--- config.mk ---
export PLATFORM = sky130hd
export DESIGN_NAME = max_index_finder
export DESIGN_NICKNAME = d
export VERILOG_FILES = /design/src/rtl/mxf_pkg.sv /design/src/rtl/mxf_cell.sv /design/src/rtl/mxf_tree.sv /design/src/rtl/mxf_scan.sv /design/src/rtl/max_index_finder.sv
export SDC_FILE = /design/constraint.sdc
export NUM_CORES = 1
export LEC_CHECK = 0
export ABC_AREA = 1
export BUFFER_PORTS_ARGS = -buffer_cell sky130_fd_sc_hd__buf_2
export CELL_PAD_IN_SITES_DETAIL_PLACEMENT = 0
export CELL_PAD_IN_SITES_GLOBAL_PLACEMENT = 1
export CORE_UTILIZATION = 45
export DETAILED_ROUTE_END_ITERATION = 6
export PLACE_DENSITY = 0.88
export SLEW_MARGIN = 40
export SYNTH_ARGS = -nofsm -noshare
export SYNTH_HDL_FRONTEND = slang
export SYNTH_SLANG_ARGS = --single-unit
--- constraint.sdc ---
create_clock -name clk -period 2.9 [get_ports clk]
set_input_delay 0.29 -clock clk [delete_from_list [all_inputs] [get_ports clk]]
set_output_delay 0.29 -clock clk [all_outputs]
set_load 0.03 [all_outputs]
--- src/rtl/mxf_pkg.sv ---
package mxf_pkg;

  typedef enum logic {
    SCAN_IDLE = 1'b0,
    SCAN_RUN  = 1'b1
  } scan_state_e;

  // cycles from input sample to registered result in the tree variant
  function automatic int unsigned tree_latency(int unsigned levels, bit pipe);
    return pipe ? levels : 1;
  endfunction

endpackage

--- src/rtl/mxf_cell.sv ---
module mxf_cell #(
  parameter int unsigned W  = 8,
  parameter int unsigned IW = 3
) (
  input  logic [W-1:0]  lo_v,
  input  logic [IW-1:0] lo_i,
  input  logic [W-1:0]  hi_v,
  input  logic [IW-1:0] hi_i,
  output logic [W-1:0]  win_v,
  output logic [IW-1:0] win_i
);

  // the operand from the upper positions wins only when strictly larger
  function automatic logic upper_beats(logic [W-1:0] low, logic [W-1:0] high);
    return high > low;
  endfunction

  logic hi_wins;
  assign hi_wins = upper_beats(lo_v, hi_v);
  assign win_v   = hi_wins ? hi_v : lo_v;
  assign win_i   = hi_wins ? hi_i : lo_i;

endmodule

--- src/rtl/mxf_tree.sv ---
module mxf_tree #(
  parameter int unsigned N    = 8,
  parameter int unsigned W    = 8,
  parameter bit          PIPE = 1'b1
) (
  input  logic                    clk,
  input  logic                    rst_n,
  input  logic                    in_valid,
  input  logic [N*W-1:0]          in_data,
  output logic                    out_valid,
  output logic [W-1:0]            out_max,
  output logic [$clog2(N)-1:0]    out_idx
);
  import mxf_pkg::*;

  localparam int unsigned IW     = $clog2(N);
  localparam int unsigned LEVELS = $clog2(N);
  localparam int unsigned NODES  = 2 * N - 1;
  localparam int unsigned LAT    = tree_latency(LEVELS, PIPE);

  // heap-ordered nodes: node k has children 2k+1 (lower positions) and 2k+2
  logic [W-1:0]  node_v [NODES];
  logic [IW-1:0] node_i [NODES];

  for (genvar g = 0; g < N; g++) begin : g_leaf
    assign node_v[N-1+g] = in_data[g*W +: W];
    assign node_i[N-1+g] = IW'(g);
  end

  for (genvar k = 0; k < N - 1; k++) begin : g_node
    logic [W-1:0]  cw_v;
    logic [IW-1:0] cw_i;

    mxf_cell #(.W(W), .IW(IW)) u_cell (
      .lo_v  (node_v[2*k+1]),
      .lo_i  (node_i[2*k+1]),
      .hi_v  (node_v[2*k+2]),
      .hi_i  (node_i[2*k+2]),
      .win_v (cw_v),
      .win_i (cw_i)
    );

    if (PIPE || k == 0) begin : g_reg
      logic [W-1:0]  r_v;
      logic [IW-1:0] r_i;
      always_ff @(posedge clk) begin
        if (!rst_n) begin
          r_v <= '0;
          r_i <= '0;
        end else begin
          r_v <= cw_v;
          r_i <= cw_i;
        end
      end
      assign node_v[k] = r_v;
      assign node_i[k] = r_i;
    end else begin : g_wire
      assign node_v[k] = cw_v;
      assign node_i[k] = cw_i;
    end
  end

  logic [LAT-1:0] vld_sr;

  if (LAT == 1) begin : g_v1
    always_ff @(posedge clk) begin
      if (!rst_n) vld_sr <= '0;
      else        vld_sr <= in_valid;
    end
  end else begin : g_vn
    always_ff @(posedge clk) begin
      if (!rst_n) vld_sr <= '0;
      else        vld_sr <= {vld_sr[LAT-2:0], in_valid};
    end
  end

  assign out_valid = vld_sr[LAT-1];
  assign out_max   = node_v[0];
  assign out_idx   = node_i[0];

endmodule

--- src/rtl/mxf_scan.sv ---
module mxf_scan #(
  parameter int unsigned N = 8,
  parameter int unsigned W = 8
) (
  input  logic                 clk,
  input  logic                 rst_n,
  input  logic                 start,
  input  logic [N*W-1:0]       in_data,
  output logic                 done,
  output logic [W-1:0]         best_v,
  output logic [$clog2(N)-1:0] best_i,
  output logic                 busy,
  output logic [$clog2(N)-1:0] pos
);
  import mxf_pkg::*;

  localparam int unsigned IW   = $clog2(N);
  localparam logic [IW-1:0] LAST = IW'(N - 1);

  // select field p of a packed vector
  function automatic logic [W-1:0] field_at(logic [N*W-1:0] vec, logic [IW-1:0] p);
    logic [W-1:0] f;
    f = '0;
    for (int i = 0; i < N; i++) begin
      if (p == IW'(i)) f = vec[i*W +: W];
    end
    return f;
  endfunction

  scan_state_e        state;
  logic [N*W-1:0]     cap;
  logic [W-1:0]       cur_v;
  logic               take_new;

  assign cur_v    = field_at(cap, pos);
  assign take_new = cur_v > best_v;
  assign busy     = (state == SCAN_RUN);

  always_ff @(posedge clk) begin
    if (!rst_n) begin
      state  <= SCAN_IDLE;
      cap    <= '0;
      pos    <= '0;
      best_v <= '0;
      best_i <= '0;
      done   <= 1'b0;
    end else begin
      case (state)
        SCAN_IDLE: begin
          done <= 1'b0;
          if (start) begin
            cap    <= in_data;
            best_v <= '0;
            best_i <= '0;
            pos    <= '0;
            state  <= SCAN_RUN;
          end
        end
        default: begin
          if (take_new) begin
            best_v <= cur_v;
            best_i <= pos;
          end
          if (pos == LAST) begin
            pos   <= '0;
            done  <= 1'b1;
            state <= SCAN_IDLE;
          end else begin
            pos <= pos + IW'(1);
          end
        end
      endcase
    end
  end

endmodule

--- src/rtl/max_index_finder.sv ---
module max_index_finder #(
  parameter int unsigned N    = 8,
  parameter int unsigned W    = 8,
  parameter bit          SEQ  = 1'b0,
  parameter bit          PIPE = 1'b1
) (
  input  logic                 clk,
  input  logic                 rst_n,
  input  logic                 in_valid,
  input  logic [N*W-1:0]       in_data,
  output logic                 out_valid,
  output logic [W-1:0]         out_max,
  output logic [$clog2(N)-1:0] out_idx
);

  localparam int unsigned IW = $clog2(N);

  // scan progress, brought out for the checker
  logic          scan_busy;
  logic [IW-1:0] scan_pos;

  if (SEQ) begin : g_scan
    mxf_scan #(.N(N), .W(W)) u_scan (
      .clk     (clk),
      .rst_n   (rst_n),
      .start   (in_valid),
      .in_data (in_data),
      .done    (out_valid),
      .best_v  (out_max),
      .best_i  (out_idx),
      .busy    (scan_busy),
      .pos     (scan_pos)
    );
  end else begin : g_tree
    mxf_tree #(.N(N), .W(W), .PIPE(PIPE)) u_tree (
      .clk       (clk),
      .rst_n     (rst_n),
      .in_valid  (in_valid),
      .in_data   (in_data),
      .out_valid (out_valid),
      .out_max   (out_max),
      .out_idx   (out_idx)
    );
    assign scan_busy = 1'b0;
    assign scan_pos  = '0;
  end

endmodule

==> impl_summary.md <==
Clock tree
Buffers added to address setup during post-CTS repair amount to 0. The clock tree from TritonCTS is built. The number of levels in the clock H-tree is 3. The number of hold-repair buffers added at the cts stage is 0. The clock passes through at most 2 buffers. The number of buffers created by CTS is 9.

Gates resized during post-CTS repair numbered 0. The CTS clock-pin slew for the worst setup and hold paths is 0.07 ns. The sink count of the clock tree is 72. The insertion delay of the later-clocked pin in the worst-skew pair is 0.35 ns. The clock tree root buffer cell is sky130_fd_sc_hd__clkbuf_8.

Critical path
Setup slack on the worst reg-to-reg path comes out at 1.07 ns. The worst setup path is launched from a flop. The length in cells of the worst reg-to-reg path is 9.

The required time of the critical path is 3.14 ns. The critical path class is reg2reg. The critical path's most frequent cell is sky130_fd_sc_hd__nand2_1. The endpoint of the worst-slack reg-to-reg timing path is g_tree.u_tree.out_max[7]. The worst flop-to-flop path startpoint is g_tree.u_tree.g_node[1].g_reg.r_v[6]. The family with the most delay on the worst path is simple AND/OR/NAND/NOR gates. The worst endpoint data arrival time is 2.07 ns. Walking the worst path, the cells encountered are inv_1, ha_1, nand2_1, nor2_1, nand2_1, nand2_1, nand3_1, nand2_1, nor2_1. The endpoint type of the worst setup path is a flop.

The cell at the slowest stage of the critical path is sky130_fd_sc_hd__nand2_1. On the worst path, the slowest cell contributes a delay of 0.48 ns. Along the worst path, the maximum fanout reaches 21. Counting both buffers and inverters, the worst setup path holds a total of 1.

Die
Once the floorplan was initialized, standard cells occupied 46.65% of the core. The floorplan step defined a die boundary enclosing 11220 um2. The I/O pin count is 79. The floorplan has 37 rows. The total core area is 10420 um2. The floorplan step set the die width to 105.9 um. The die is 105.9 um tall.

Yosys
The Yosys step of the flow raised 0 warnings. The post-synthesis cell type count is 24. Sorting the synthesized cells by area gives the leading types as sky130_fd_sc_hd__dfxtp_1 30%, sky130_fd_sc_hd__ha_1 14%, sky130_fd_sc_hd__inv_1 10%. The number of flops mapped to enable cells by yosys is 0. The synthesized design devotes to its leading area cell type 29.66% of total area. After synthesis, the mean cell area works out to 7.386 um2. The commonest cells after synthesis are 133 x sky130_fd_sc_hd__inv_1, 124 x sky130_fd_sc_hd__nand2_1, 75 x sky130_fd_sc_hd__nor2_1. The number of nets in the synthesized netlist is 781. Counting flops with an async set or reset pin after synthesis yields a share of 0%. Of the synthesized area, sequential elements account for 29.66%. The cell type contributing the most total cell area after synthesis is sky130_fd_sc_hd__dfxtp_1. The mapped cell area is 4860 um2. The number of storage elements in the synthesis netlist is 72. The most used standard cell by instance count after synthesis is sky130_fd_sc_hd__inv_1. Among all flip-flop cells after synthesis, the most frequent one is sky130_fd_sc_hd__dfxtp_1.

The number of instances in the synthesized netlist is 658.

Drt
The first TritonRoute pass finished after 4 iterations. The initial DRC count is 91. Dividing the detail-routed wire length by the instance count gives 10.77 um.

The detail route stage leaves a number of antenna-violating nets equal to 0. The wire length reported by the detailed router is 9.335 mm. Dividing the detail-routed via count by the number of cells gives 4.615. For this run, design rule violations remaining after detail routing come to 0. The routed layout has 4001 vias.

Placed design
At the placement stage, the worst setup path has a slack of 1.093 ns. During placement, the flow inserted port buffers numbering 78. Once placement finished, the instance area stood at 5200 um2. The last weighted congestion value of the routability-driven placer is 0.8323. The HPWL after detailed placement is 7.436 mm.

GRT
Global routing used 17.88% of the available tracks across all layers. The initial antenna violation count is 0. Global routing finished with a remaining overflow of 0. Entering global routing, the biggest net connects 50 pins. The global-route wire length before repair is 16.48 mm.

The number of global-route vias before repair is 3914.

Final layout
The fraction of final layout cells sized beyond drive strength 1 is 23.12%. The total inserted antenna cells is 0. The net total in the final layout is 849.

The finished cells cover 5431 um2. Compared with the post-synthesis result, the final layout area differs by 11.77%. Counting the fill cells in the layout gives 1043.

STA
The final cycle utilization of the critical path is 63.13%. The headroom to the max-slew limit is 56.84%. For the pin with the worst max-slew slack, the measured transition is 0.6458 ns. The clock skew after layout is 0.006711 ns.

The number of hold-slack violations in the final timing report is 0. Setup repair after global routing left no endpoint under its margin. Based on the critical path, the design can be clocked at up to 0.5462 GHz. The post-route setup TNS is 0 ns. The clock period could shrink to 1.831 ns. The setup slack after layout is 1.069 ns. The number of setup violations in the final report is 0. The number of pins exceeding their max-slew limit in the final report is 0.

Min path
The startpoint of the lowest-slack hold path is in_valid. The path with the worst hold slack has its endpoint at g_tree.u_tree.vld_sr[0]. The number of cells on the worst hold path is 3. The class of the tightest hold or removal check is in2reg.

Power
Dividing total power by cell area gives a power density of 618.9 nW/um2. For this design the static power due to leakage is 2.969 nW. The maximum vdd drop is 0.3926 mV.

Job
Across the run, the number of max-cap violations was 0.

Run status
The flow ran to the end, and the final reports show no timing, DRC or antenna violations.
-- through the flow --
step / power [mW] / instances / hold slack, ns / util, %
after floorplan: 2.288 / 658 / 0.3177 / -
after global placement: 2.458 / 851 / 0.4018 / 49.92
after detailed placement: 2.497 / 851 / 0.4206 / 49.92
after CTS: 3.390 / 867 / 0.1275 / 52.12
after global routing: 3.625 / 867 / 0.1473 / 52.14
final: 3.361 / 867 / 0.1353 / 52.14
-- state kept, by name, summed over array words and instances, names as in the netlist --
name,flops
g_tree.u_tree.vld_sr,3
g_tree.u_tree.out_max,8
g_tree.u_tree.out_idx,3
g_tree.u_tree.g_node.g_reg.r_i,10
g_tree.u_tree.g_node.g_reg.r_v,48
-- layer usage --
layer	up-vias	global-route usage (%)	wire, um	part of all wire [%]
met1	1751	21.32	4468	48
met4	0	5.655	118	1.3
li1	2177	-	-	-
met5	-	0	0	0
met2	64	32.63	4483	48
met3	9	2.820	265	2.8
-- power by group --
| group | switching (mW) | internal (mW) | total, mW |
|---|---|---|---|
| combinational | 0.780 | 0.449 | 1.23 |
| sequential | 0.0796 | 1.16 | 1.24 |
| clock | 0.383 | 0.510 | 0.894 |
-- cells in the final DEF (no fill, tap or decap) --
master / netlist / layout
sky130_fd_sc_hd__nand2_2: 6 / 6
sky130_fd_sc_hd__buf_2: 7 / 77
sky130_fd_sc_hd__nor2_1: 75 / 75
sky130_fd_sc_hd__a21oi_1: 39 / 39
sky130_fd_sc_hd__dfxtp_1: 72 / 72
sky130_fd_sc_hd__a21o_2: 1 / 1
sky130_fd_sc_hd__clkbuf_8: 0 / 10
sky130_fd_sc_hd__nor2_4: 7 / 7
sky130_fd_sc_hd__nand2_4: 6 / 6
sky130_fd_sc_hd__buf_4: 1 / 3
sky130_fd_sc_hd__nand4_1: 1 / 1
sky130_fd_sc_hd__inv_6: 0 / 1
sky130_fd_sc_hd__clkinvlp_4: 0 / 3
sky130_fd_sc_hd__nand3_1: 56 / 56
sky130_fd_sc_hd__nand4_4: 6 / 6
sky130_fd_sc_hd__inv_1: 133 / 133
sky130_fd_sc_hd__nand3_2: 4 / 4
sky130_fd_sc_hd__inv_2: 3 / 3
sky130_fd_sc_hd__nor2_2: 5 / 5
sky130_fd_sc_hd__bufinv_16: 0 / 2
sky130_fd_sc_hd__nand2_1: 124 / 124
sky130_fd_sc_hd__a21oi_2: 35 / 35
sky130_fd_sc_hd__a21o_1: 6 / 6
sky130_fd_sc_hd__ha_1: 56 / 56
-- final cells by class --
cell class | count | area [um2] | area share [%]
clock buffer | 10 | 137.6 | 2.534
clock inverter | 6 | 91.34 | 1.682
inverter | 136 | 510.5 | 9.399
multi-input combinational | 427 | 2673 | 49.21
sequential | 72 | 1441 | 26.54
tap | 136 | 170.2 | 3.133
timing repair buffer | 80 | 407.9 | 7.510
-- worst max path at each step --
stage                                                     from                                   end  cells past startpoint
after floorplan           g_tree.u_tree.g_node[3].g_reg.r_v[7]  g_tree.u_tree.g_node[1].g_reg.r_i[0]                      8
after global placement    g_tree.u_tree.g_node[1].g_reg.r_v[6]              g_tree.u_tree.out_max[4]                      9
after detailed placement  g_tree.u_tree.g_node[1].g_reg.r_v[6]              g_tree.u_tree.out_max[6]                      9
after CTS                 g_tree.u_tree.g_node[1].g_reg.r_v[6]              g_tree.u_tree.out_max[7]                      9
after global routing      g_tree.u_tree.g_node[1].g_reg.r_v[3]              g_tree.u_tree.out_max[5]                     11
final                     g_tree.u_tree.g_node[1].g_reg.r_v[6]              g_tree.u_tree.out_max[7]                      9
-- worst min-delay path: cells and delay by family --
| kind | cells | cell delay (ns) |
|---|---|---|
| buf+inv | 2 | 0.11 |
| simple gates | 1 | 0.05 |
-- cells by family (layout without fill, tap and decap cells) --
group | after synthesis | count (layout) | share of synthesized area (%)
adder cells (fa/ha/maj) | 56 | 56 | 14.42
buffers and inverters | 159 | 232 | 15.35
AND/OR/NAND/NOR | 290 | 290 | 29.15
AO/OA/AOI/OAI | 81 | 81 | 11.43
flip-flops | 72 | 72 | 29.66
No activity file was read; power rests on OpenSTA's default activity.
